### config.mk
export PLATFORM = sky130hd
export DESIGN_NAME = ipg_deficit_ctrl
export DESIGN_NICKNAME = d
export VERILOG_FILES = /design/src/rtl/ipg_pkg.sv /design/src/rtl/ipg_del_timer.sv /design/src/rtl/ipg_dic_round.sv /design/src/rtl/ipg_deficit_ctrl.sv
export SDC_FILE = /design/constraint.sdc
export NUM_CORES = 1
export LEC_CHECK = 0
export ABC_AREA = 0
export BUFFER_PORTS_ARGS = -buffer_cell sky130_fd_sc_hd__buf_2
export CAP_MARGIN = 15
export CELL_PAD_IN_SITES_DETAIL_PLACEMENT = 0
export CELL_PAD_IN_SITES_GLOBAL_PLACEMENT = 1
export CORE_ASPECT_RATIO = 1.75
export CORE_UTILIZATION = 25
export CTS_BUF_LIST = sky130_fd_sc_hd__clkbuf_8
export CTS_CLUSTER_DIAMETER = 60
export DETAILED_ROUTE_END_ITERATION = 8
export PLACE_DENSITY = 0.56
export SETUP_SLACK_MARGIN = 0.2
export SLEW_MARGIN = 20
export SYNTH_ARGS = -nofsm -noshare
export SYNTH_HDL_FRONTEND = slang
export SYNTH_SLANG_ARGS = --single-unit
### constraint.sdc
create_clock -name clk -period 4.1 [get_ports clk]
set_clock_uncertainty 0.1 [all_clocks]
set_input_delay 0.41 -clock clk [delete_from_list [all_inputs] [get_ports clk]]
set_output_delay 0.41 -clock clk [all_outputs]
set_load 0.1 [all_outputs]
### src/rtl/ipg_pkg.sv
package ipg_pkg;
   localparam int unsigned STD_GAP_BYTES  = 12;
   localparam int unsigned STD_DEL_PERIOD = 16384;
endpackage

### src/rtl/ipg_del_timer.sv
module ipg_del_timer #(
   parameter int unsigned PERIOD_W = 16,
   parameter int unsigned TX_W     = 4,
   parameter int unsigned PEND_W   = 3
) (
   input  logic                clk,
   input  logic                rst_n,
   input  logic                del_en,
   input  logic [PERIOD_W-1:0] del_period,
   input  logic [TX_W-1:0]     tx_bytes,
   input  logic                take,
   output logic                pend_any
);
   localparam logic [PEND_W-1:0] PEND_MAX = {PEND_W{1'b1}};

   logic [PERIOD_W-1:0] byte_cnt;
   logic [PERIOD_W:0]   sum;
   logic                hit;
   logic                req;
   logic [PEND_W-1:0]   pend_q;

   assign sum = {1'b0, byte_cnt} + (PERIOD_W+1)'(tx_bytes);
   assign hit = sum >= {1'b0, del_period};
   assign req = del_en & hit;

   always_ff @(posedge clk) begin
      if (!rst_n) begin
         byte_cnt <= '0;
      end else if (del_en) begin
         if (hit) byte_cnt <= PERIOD_W'(sum - {1'b0, del_period});
         else     byte_cnt <= sum[PERIOD_W-1:0];
      end
   end

   generate
      if (PEND_W == 1) begin : g_flag
         always_ff @(posedge clk) begin
            if (!rst_n || !del_en) pend_q <= '0;
            else if (req)          pend_q <= 1'b1;
            else if (take)         pend_q <= 1'b0;
         end
      end else begin : g_count
         always_ff @(posedge clk) begin
            if (!rst_n || !del_en) begin
               pend_q <= '0;
            end else if (req && !take) begin
               if (pend_q != PEND_MAX) pend_q <= pend_q + 1'b1;
            end else if (take && !req) begin
               pend_q <= pend_q - 1'b1;
            end
         end
      end
   endgenerate

   assign pend_any = pend_q != '0;


   pend_clear_chk: assert property (@(posedge clk) disable iff (!rst_n)
      !del_en |=> pend_q == '0);

   cnt_hold_chk: assert property (@(posedge clk) disable iff (!rst_n)
      !del_en |=> byte_cnt == $past(byte_cnt));

   pend_inc_chk: assert property (@(posedge clk) disable iff (!rst_n)
      (req && !take && pend_q != PEND_MAX) |=> pend_q == $past(pend_q) + PEND_W'(1));

   take_legal_chk: assert property (@(posedge clk) disable iff (!rst_n)
      take |-> pend_any);
endmodule

### src/rtl/ipg_dic_round.sv
module ipg_dic_round #(
   parameter int unsigned LANES     = 8,
   parameter int unsigned GAP_BYTES = 12,
   parameter int unsigned LANE_W    = 3,
   parameter int unsigned CNT_W     = 5
) (
   input  logic              clk,
   input  logic              rst_n,
   input  logic              eof_valid,
   input  logic [LANE_W-1:0] eof_lane,
   input  logic              del_now,
   output logic              idle_valid,
   output logic [CNT_W-1:0]  idle_cnt
);
   localparam int unsigned POS_W = CNT_W + 1;

   logic [LANE_W-1:0] dic_q;
   logic [POS_W-1:0]  used;
   logic [POS_W-1:0]  pos;
   logic [LANE_W-1:0] shrink;
   logic [POS_W-1:0]  down;
   logic [LANE_W:0]   dsum;
   logic              fits;
   logic [CNT_W-1:0]  nxt_idle;
   logic [LANE_W-1:0] nxt_dic;

   always_comb begin
      used     = POS_W'(eof_lane) + POS_W'(1);
      pos      = used + POS_W'(GAP_BYTES) - POS_W'(del_now);
      shrink   = pos[LANE_W-1:0];
      down     = {pos[POS_W-1:LANE_W], {LANE_W{1'b0}}};
      dsum     = {1'b0, dic_q} + {1'b0, shrink};
      fits     = dsum <= (LANE_W+1)'(LANES - 1);
      if (fits) begin
         nxt_idle = CNT_W'(down - used);
         nxt_dic  = dsum[LANE_W-1:0];
      end else begin
         nxt_idle = CNT_W'(down + POS_W'(LANES) - used);
         nxt_dic  = LANE_W'(dsum - (LANE_W+1)'(LANES));
      end
   end

   always_ff @(posedge clk) begin
      if (!rst_n) begin
         idle_valid <= 1'b0;
         idle_cnt   <= '0;
         dic_q      <= '0;
      end else begin
         idle_valid <= eof_valid;
         if (eof_valid) begin
            idle_cnt <= nxt_idle;
            dic_q    <= nxt_dic;
         end
      end
   end


   gap_range_chk: assert property (@(posedge clk) disable iff (!rst_n)
      idle_valid |-> (idle_cnt >= CNT_W'(GAP_BYTES - LANES)) &&
                     (idle_cnt <= CNT_W'(GAP_BYTES + LANES - 1)));

   dic_hold_chk: assert property (@(posedge clk) disable iff (!rst_n)
      !eof_valid |=> $stable(dic_q));
endmodule

### src/rtl/ipg_deficit_ctrl.sv
module ipg_deficit_ctrl #(
   parameter int unsigned LANES     = 8,
   parameter int unsigned GAP_BYTES = ipg_pkg::STD_GAP_BYTES,
   parameter int unsigned PERIOD_W  = 16,
   parameter int unsigned PEND_W    = 3,
   localparam int unsigned LANE_W   = $clog2(LANES),
   localparam int unsigned TX_W     = $clog2(LANES + 1),
   localparam int unsigned CNT_W    = $clog2(GAP_BYTES + LANES)
) (
   input  logic                clk,
   input  logic                rst_n,
   input  logic                eof_valid,
   input  logic [LANE_W-1:0]   eof_lane,
   input  logic [TX_W-1:0]     tx_bytes,
   input  logic                del_en,
   input  logic [PERIOD_W-1:0] del_period,
   output logic                idle_valid,
   output logic [CNT_W-1:0]    idle_cnt
);
   generate
      if ((1 << LANE_W) != LANES || LANES < 2) begin : g_bad_lanes
         $error("LANES must be a power of two of at least 2");
      end
      if (GAP_BYTES < LANES) begin : g_bad_gap
         $error("GAP_BYTES must be at least LANES");
      end
      if (PEND_W < 1 || PERIOD_W < TX_W) begin : g_bad_width
         $error("PEND_W or PERIOD_W too small");
      end
   endgenerate

   logic pend_any;
   logic take;

   assign take = eof_valid & del_en & pend_any;

   ipg_del_timer #(
      .PERIOD_W (PERIOD_W),
      .TX_W     (TX_W),
      .PEND_W   (PEND_W)
   ) u_timer (
      .clk        (clk),
      .rst_n      (rst_n),
      .del_en     (del_en),
      .del_period (del_period),
      .tx_bytes   (tx_bytes),
      .take       (take),
      .pend_any   (pend_any)
   );

   ipg_dic_round #(
      .LANES     (LANES),
      .GAP_BYTES (GAP_BYTES),
      .LANE_W    (LANE_W),
      .CNT_W     (CNT_W)
   ) u_round (
      .clk        (clk),
      .rst_n      (rst_n),
      .eof_valid  (eof_valid),
      .eof_lane   (eof_lane),
      .del_now    (take),
      .idle_valid (idle_valid),
      .idle_cnt   (idle_cnt)
   );


   pulse_after_eof_chk: assert property (@(posedge clk) disable iff (!rst_n)
      eof_valid |=> idle_valid);

   pulse_cause_chk: assert property (@(posedge clk) disable iff (!rst_n)
      idle_valid |-> $past(eof_valid));

   lane_align_chk: assert property (@(posedge clk) disable iff (!rst_n)
      idle_valid |-> ((CNT_W+1)'($past(eof_lane)) + (CNT_W+1)'(1)
                      + (CNT_W+1)'(idle_cnt)) % (CNT_W+1)'(LANES) == '0);
endmodule

Word-level counts from Yosys, hierarchy flattened
Index checks and enable logic that the tools add are counted.
Operators by class
  add/sub/neg operators: 12
  $lt $le $gt $ge: 2
  equality and inequality tests: 2
  multiplexer cells: 6
  bitwise logic cells: 3
  reductions and logical operators: 10
Operator list (number)
  16-bit by 4-bit adder with 17-bit output: 1
  17-bit by 16-bit greater-or-equal comparator with 1-bit output: 1
  16-bit 2-to-1 mux: 1
  16-bit subtractor: 1
  3-bit 2-to-1 mux: 4
  5-bit by 4-bit adder with 5-bit output (second input constant): 2
  5-bit subtractor: 2
  3-bit by 1-bit subtractor with 3-bit output (second input constant): 2
  5-bit 2-to-1 mux: 1
  5-bit by 1-bit subtractor with 5-bit output: 1
  3-bit by 1-bit adder with 4-bit output (second input constant): 1
  3-bit by 3-bit adder with 4-bit output: 1
  4-bit by 3-bit less-or-equal comparator with 1-bit output (second input constant): 1
  1-bit logical NOT: 4
  3-bit by 1-bit adder with 3-bit output (second input constant): 1
  1-bit bitwise AND: 3
  3-bit != test (second input constant): 1
  3-bit nonzero test: 1
  1-bit logical AND: 2
  2-bit != test (second input constant): 1
  2-bit AND reduction: 1
  2-bit nonzero test: 1
  1-bit logical OR: 1
Storage, ports and cells
  register bits after elaboration: 28
  output and inout port bits: 6
  word-level logic and storage cells: 40

Longest topological paths before layout
Gate-level depths: netlist of the first run.
  depth after elaboration: 7
  mapped depth: 20

By module
Synthesis of the first run repeated with hierarchy kept, for this count alone.
Unflattened totals
  cells, all modules: 357
  area total of the unflattened synthesis: 2957.8 sq um
By module, submodules not included
  ipg_del_timer: instances 1, cells each 275, area an instance 2198.4 sq um
  ipg_dic_round: instances 1, cells each 81, area an instance 753.2 sq um
  ipg_deficit_ctrl: instances 1, cells each 1, area an instance 6.3 sq um

Worst setup path before layout of the first run
Ideal clock, no wire load.
  path type: input port to flip-flop
  start point: input port tx_bytes[0]
  end point: register u_timer.pend_q[2]
  arrival: 4.119 ns
  required time: 3.877 ns
  path slack: -0.241 ns
  stages on the path: 20
  buffers on the path: 2
  path through: ha_1 fa_1 a21oi_1 o21bai_1 nand2_2 nor2_1 xnor2_1 ha_1 o21ai_0 o21ai_1 a21oi_1 a41oi_4 or2_1 buf_6 buf_12 nand3_1 fa_1 nor4_1 o21a_1 nor3_1
Between the ends
  word-level cells in the longest chain between the ends: 7
Ends and longest elaborated chain
  from (decl): RTL line ipg_deficit_ctrl.sv:14  | input logic [TX_W-1:0] tx_bytes,
  16-bit by 4-bit adder with 17-bit output (*): RTL line ipg_del_timer.sv:22  | assign sum = {1'b0, byte_cnt} + (PERIOD_W+1)'(tx_bytes);
  17-bit by 16-bit greater-or-equal comparator with 1-bit output (*): RTL line ipg_del_timer.sv:23  | assign hit = sum >= {1'b0, del_period};
  1-bit bitwise AND (*): RTL line ipg_del_timer.sv:24  | assign req = del_en & hit;
  1-bit logical NOT: RTL line ipg_del_timer.sv:48  | end else if (take && !req) begin
  1-bit logical AND: RTL line ipg_del_timer.sv:48
  2-bit nonzero test (no line)
  2-bit AND reduction (no line)
  to (signal assigned): RTL line ipg_del_timer.sv:47  | if (pend_q != PEND_MAX) pend_q <= pend_q + 1'b1;
  to (signal assigned): RTL line ipg_del_timer.sv:49  | pend_q <= pend_q - 1'b1;
  to (decl): RTL line ipg_del_timer.sv:20  | logic [PEND_W-1:0] pend_q;
Mark *: on every way between the ends. The rest lies on a longest branch, timed or not.
A chain may end at the register's enable or synchronous reset.

Final worst setup path of the first run
  start point: register u_timer.byte_cnt[0]
  end point: register u_timer.pend_q[1]
Between the ends
  word-level cells in the longest chain between the ends: 7
Ends and longest elaborated chain
  from (decl): RTL line ipg_del_timer.sv:16  | logic [PERIOD_W-1:0] byte_cnt;
  from (signal assigned): RTL line ipg_del_timer.sv:30  | if (hit) byte_cnt <= PERIOD_W'(sum - {1'b0, del_period});
  from (signal assigned): RTL line ipg_del_timer.sv:31  | else byte_cnt <= sum[PERIOD_W-1:0];
  16-bit by 4-bit adder with 17-bit output (*): RTL line ipg_del_timer.sv:22
  17-bit by 16-bit greater-or-equal comparator with 1-bit output (*): RTL line ipg_del_timer.sv:23
  1-bit bitwise AND (*): RTL line ipg_del_timer.sv:24
  1-bit logical NOT: RTL line ipg_del_timer.sv:48
  1-bit logical AND: RTL line ipg_del_timer.sv:48
  2-bit nonzero test (no line)
  2-bit AND reduction (no line)
Marks and branches as above.

==> results.sh, run 1 <==
export IMPL_reg2reg_depth=16
export IMPL_drt_total_wl_microns=8210
export IMPL_ant_nets=0
export IMPL_avgSynthCellArea_sq_um=8.21
export IMPL_area_growth_pct=25.4
export IMPL_drc_errors=0
export IMPL_drive_gt1_frac=0.261
export IMPL_grt_remaining_overflow=0
export IMPL_gp_congestion=0.799
export IMPL_fp_dieH_microns=143
export IMPL_r2r_start="u_timer.byte_cnt[0]"
export IMPL_async_flop_share=0
export IMPL_setup_slack_ns=0.312
export IMPL_vias=2649
export IMPL_ys_types=64
export IMPL_clockBufferDepth=2
export IMPL_track_usage=0.147
export IMPL_synth_top_area_share=0.197
export IMPL_dieArea_sq_mm=0.0118
export IMPL_diodes=0
export IMPL_synth_common_cells="inv_1, ha_1, dfxtp_1"
export IMPL_syn_instance_count=346
export IMPL_dr_pass1_iters=4
export IMPL_hold_depth=2
export IMPL_period_needed_ns=3.79
export IMPL_critPathCaptureType="register"
export IMPL_holdWs_ns=0.308
export IMPL_cts_hold_buf=0
export IMPL_cp_required_ns=4.20
export IMPL_max_freq_ghz=0.264
export IMPL_cts_buffers=3
export IMPL_setup_violations=0
export IMPL_layout_nets=467
export IMPL_die_width_microns=82.6
export IMPL_crit_type="register to register"
export IMPL_detail_route_wl_per_cell_microns=15.4
export IMPL_p_leak_nw=1.57
export IMPL_worst_pin_slew_ns=0.636
export IMPL_synth_most_common_cell="inv_1"
export IMPL_outcome="finished, final reports clean"
export IMPL_slew_headroom=0.575
export IMPL_min_from="eof_lane[0]"
export IMPL_grt_pass1_wl_microns=12900
export IMPL_cts_sinks=28
export IMPL_core_sq_mm=0.0111
export IMPL_synth_area_leaders="dfxtp_1, ha_1, xnor2_1"
export IMPL_clk_pin_slew_ns=0.11
export IMPL_worstPathMaxFanout=5
export IMPL_tritoncts="done"
export IMPL_min_path_type="primary input to register"
export IMPL_maxCapViolCount=0
export IMPL_dp_hpwl_microns=6730
export IMPL_finalHoldViolCount=0
export IMPL_design_power_total_mw=1.04
export IMPL_drv_slew=0
export IMPL_synth_seq_cells=28
export IMPL_initial_core_util=0.256
export IMPL_seq_area_frac_synth=0.197
export IMPL_vdd_drop_max_uv=148
export IMPL_rsz0062_at_grt="yes"
export IMPL_drtIter0Drc=94
export IMPL_clk_latency_ns=0.29
export IMPL_p_per_area_mw_per_mm2=293
export IMPL_clock_tree_root_cell="clkbuf_8"
export IMPL_io_buffers=32
export IMPL_critPathLaunch="u_timer.byte_cnt[0]"
export IMPL_vias_per_cell=4.96
export IMPL_critPathArrivalTime_ns=3.88
export IMPL_cts_htree_levels=1
export IMPL_synthesis_nets=410
export IMPL_num_io_pins=33
export IMPL_synthFlopType="dfxtp_1"
export IMPL_num_rows=51
export IMPL_place_ws_ns=-0.174
export IMPL_grt_max_degree=27
export IMPL_fin_crit_sh=0.924
export IMPL_syn_cell_area_sq_mm=0.00284
export IMPL_grt_pass1_vias=2673
export IMPL_yosys_area_top_type="dfxtp_1"
export IMPL_antenna_found_initial=0
export IMPL_synth_edff_count=0
export IMPL_cp_start_kind="register"
export IMPL_synth_warnings=0
-- routing by layer --
| metal | global-route usage | share of wire | routed length, microns |
|---|---|---|---|
| met3 | 0.00895 | 0.021 | 176 |
| met1 | 0.145 | 0.38 | 3090 |
| met4 | 0.0662 | 0.028 | 233 |
| met5 | 0 | 0 | 0 |
| met2 | 0.295 | 0.57 | 4710 |
-- final timing paths --
path / endpoint / slack (ns)
hold / removal: u_round.idle_cnt[0] / 0.31
setup reg to reg: u_timer.pend_q[1] / 0.31
hold reg to reg: u_round.idle_cnt[4] / 0.39
setup / recovery: u_timer.pend_q[1] / 0.31
-- what timing repair did --
action                     in CTS  in global routing
setup endpoints to repair      10                  4
buffers inserted                0                  3
gates resized for setup         5                 16
pin swaps                       3                  8
-- metrics by stage --
step	std cells	utilization	area (sq um)	TNS, ns
3_5_place_dp	527	0.303	3360	-0.360
6_report	534	0.321	3560	0
3_3_place_gp	527	0.303	3360	-0.214
4_1_cts	531	0.311	3450	0
5_1_grt	534	0.321	3560	0
2_1_floorplan	346	-	2890	0
-- cells by family (layout without fill, tap and decap cells) --
| logic type | count (synthesis) | after routing | share of synthesized area |
|---|---|---|---|
| mux | 12 | 12 | 0.0423 |
| simple gates | 92 | 92 | 0.165 |
| xor+xnor | 32 | 32 | 0.0987 |
| flops | 28 | 28 | 0.197 |
| fa+ha+maj | 37 | 37 | 0.176 |
| compound gates | 99 | 99 | 0.250 |
| buf+inv | 46 | 102 | 0.0696 |
-- layout by cell type, fill, tap and decap left out, types with 8 or more instances in the layout --
master / instances
inv_1: 35
buf_2: 32
buf_4: 30
ha_1: 29
dfxtp_1: 27
nor2_1: 23
xnor2_1: 21
nand2_1: 19
o21ai_0: 17
a21oi_1: 15
nand3_1: 14
a211oi_1: 13
mux2i_1: 12
o21a_1: 8
-- report_power, final --
group | leakage, nW | internal (mW) | switching, mW
sequential | 0.231 | 0.296 | 0.0179
clock | 0.0288 | 0.0864 | 0.0959
combinational | 1.31 | 0.228 | 0.319
-- sequential cells by signal, indices dropped and copies added (netlist names) --
register and cells:
u_round.idle_cnt 5, u_timer.byte_cnt 16, u_round.dic_q 3, u_round.idle_valid 1, u_timer.pend_q 3
-- critical path, stage by stage, from the launching register on --
cell	delay, ns
dfxtp_2	0.35
ha_4	0.16
fa_2	0.42
a21oi_4	0.19
o21bai_4	0.12
nand4_1	0.16
xnor2_2	0.17
ha_4	0.26
a211oi_4	0.24
buf_4	0.16
o21ai_2	0.08
a21oi_2	0.19
a41oi_4	0.05
or2_4	0.28
nand3_4	0.08
fa_2	0.42
o221a_2	0.27
-- area by class of cell --
type,count,area [sq um]
Tap cell,132,165
Inverter,36,135
Sequential cell,28,562
Clock buffer,4,55.1
Multi-Input combinational cell,272,2260
Fill cell,1234,7540
Timing Repair Buffer,62,385
(Power assumes the default switching activity.)
==> run 2, diff against run 1 <==
- CORE_ASPECT_RATIO: 1.75 -> default
==> results.sh, run 2 (same netlist as run 1, synthesis figures left out) <==
export IMPL_io_buffers=32
export IMPL_p_leak_nw=1.63
export IMPL_die_width_microns=109
export IMPL_detail_route_wl_per_cell_microns=14.2
export IMPL_tritoncts="done"
export IMPL_gp_congestion=0.805
export IMPL_vias=2682
export IMPL_area_growth_pct=32.6
export IMPL_slew_headroom=0.586
export IMPL_mostFrequentLayoutCell="inv_1"
export IMPL_clk_latency_ns=0.28
export IMPL_wl_met2_microns=3840
export IMPL_biggestRegsByFlops="u_timer.byte_cnt: 16 flops, u_round.idle_cnt: 5 flops"
export IMPL_met3_wirelength_microns=171
export IMPL_vias_per_cell=4.89
export IMPL_grt_pass1_vias=2497
export IMPL_fin_crit_sh=0.940
export IMPL_clockBufferDepth=2
export IMPL_num_rows=38
export IMPL_p_per_area_mw_per_mm2=295
export IMPL_design_power_total_mw=1.11
export IMPL_cp_required_ns=4.17
export IMPL_final_cell_mix="inv_1, buf_4, buf_2"
export IMPL_cp_start_kind="register"
export IMPL_grt_max_degree=27
export IMPL_cts_sinks=28
export IMPL_min_path_type="primary input to register"
export IMPL_max_freq_ghz=0.259
export IMPL_rsz0062_at_grt="yes"
export IMPL_critPathArrivalTime_ns=3.93
export IMPL_antenna_found_initial=0
export IMPL_post_place_cells=527
export IMPL_drc_errors=0
export IMPL_cts_htree_levels=1
export IMPL_fp_dieH_microns=109
export IMPL_final_cell_count_no_fill=548
export IMPL_grt_pass1_wl_microns=12200
export IMPL_worst_pin_slew_ns=0.620
export IMPL_largest_register_ffs=16
export IMPL_grt_remaining_overflow=0
export IMPL_drv_slew=0
export IMPL_period_needed_ns=3.85
export IMPL_finalHoldViolCount=0
export IMPL_dieArea_sq_mm=0.0118
export IMPL_top_layer="met4"
export IMPL_maxCapViolCount=0
export IMPL_drive_gt1_frac=0.319
export IMPL_top_register="u_timer.byte_cnt"
export IMPL_drtIter0Drc=86
export IMPL_crit_type="register to register"
export IMPL_wl_met1_microns=3700
export IMPL_worstPathMaxFanout=7
export IMPL_dp_hpwl_microns=5800
export IMPL_setup_tns_final_ns=0
export IMPL_outcome="finished, final reports clean"
export IMPL_vdd_drop_max_uv=166
export IMPL_setup_violations=0
export IMPL_cts_buffers=3
export IMPL_holdWs_ns=0.296
export IMPL_initial_core_util=0.260
export IMPL_ant_nets=0
export IMPL_utilization=0.344
export IMPL_clk_pin_slew_ns=0.11
export IMPL_track_usage=0.129
export IMPL_num_io_pins=33
export IMPL_critPathCaptureType="register"
export IMPL_drt_total_wl_microns=7790
export IMPL_diodes=0
export IMPL_layout_nets=473
export IMPL_hold_depth=2
export IMPL_reg2reg_depth=18
export IMPL_dr_pass1_iters=4
export IMPL_clock_tree_root_cell="clkbuf_8"
export IMPL_core_sq_mm=0.0109
-- run 2: path summary, 6_finish.rpt --
kind	start	end	slack [ns]
max	u_timer.byte_cnt[0]	u_timer.pend_q[2]	0.25
min	eof_lane[0]	u_round.idle_cnt[0]	0.30
max reg2reg	u_timer.byte_cnt[0]	u_timer.pend_q[2]	0.25
min reg2reg	u_round.idle_cnt[4]	u_round.idle_cnt[4]	0.41
-- run 2: worst max-delay path, cell delays in order (launching register included) --
cell	delay [ns]
dfxtp_2	0.35
ha_4	0.16
fa_2	0.37
a21oi_4	0.19
o21bai_4	0.13
nand2_4	0.13
nor2_2	0.06
xnor2_2	0.16
ha_4	0.31
o21ai_4	0.08
nor3_2	0.23
nor3_2	0.10
a41oi_4	0.22
or2_4	0.17
nand3_4	0.07
fa_2	0.38
nor4_4	0.32
o21a_1	0.15
nor3_1	0.04
-- run 2: area by class of cell --
cell class                      instances  area (sq um)
Fill cell                            1167          7170
Multi-Input combinational cell        272          2380
Sequential cell                        28           564
Timing Repair Buffer                   68           442
Tap cell                              140           175
Inverter                               36           135
Clock buffer                            3          41.3
Clock inverter                          1          30.0
-- run 2: routing by layer --
metal | vias to the layer above | GRT usage
met5 | - | 0
met4 | 0 | 0.0261
met3 | 6 | 0.00904
met2 | 29 | 0.224
met1 | 1268 | 0.176
li1 | 1379 | -
-- run 2: per-stage QoR --
step	setup WS (ns)	instance area (sq um)
floorplan	0.0387	2890
global placement	-0.0207	3310
detailed placement	-0.0397	3310
CTS	0.207	3400
global route	0.0486	3760
finish	0.246	3760
-- run 2: power by group --
group | total (mW) | switching [mW] | internal, mW
registers | 0.317 | 0.0209 | 0.296
logic | 0.562 | 0.318 | 0.244
clock network | 0.230 | 0.0986 | 0.131
-- run 2: repair_timing --
| item | in CTS | in global routing |
|---|---|---|
| endpoints found under the setup margin | 2 | 10 |
| buffers inserted | 1 | 16 |
| hold endpoints to repair | 0 | 0 |
| hold buffers | 0 | 0 |
| gates resized for setup | 3 | 46 |
| pin swaps | 3 | 36 |
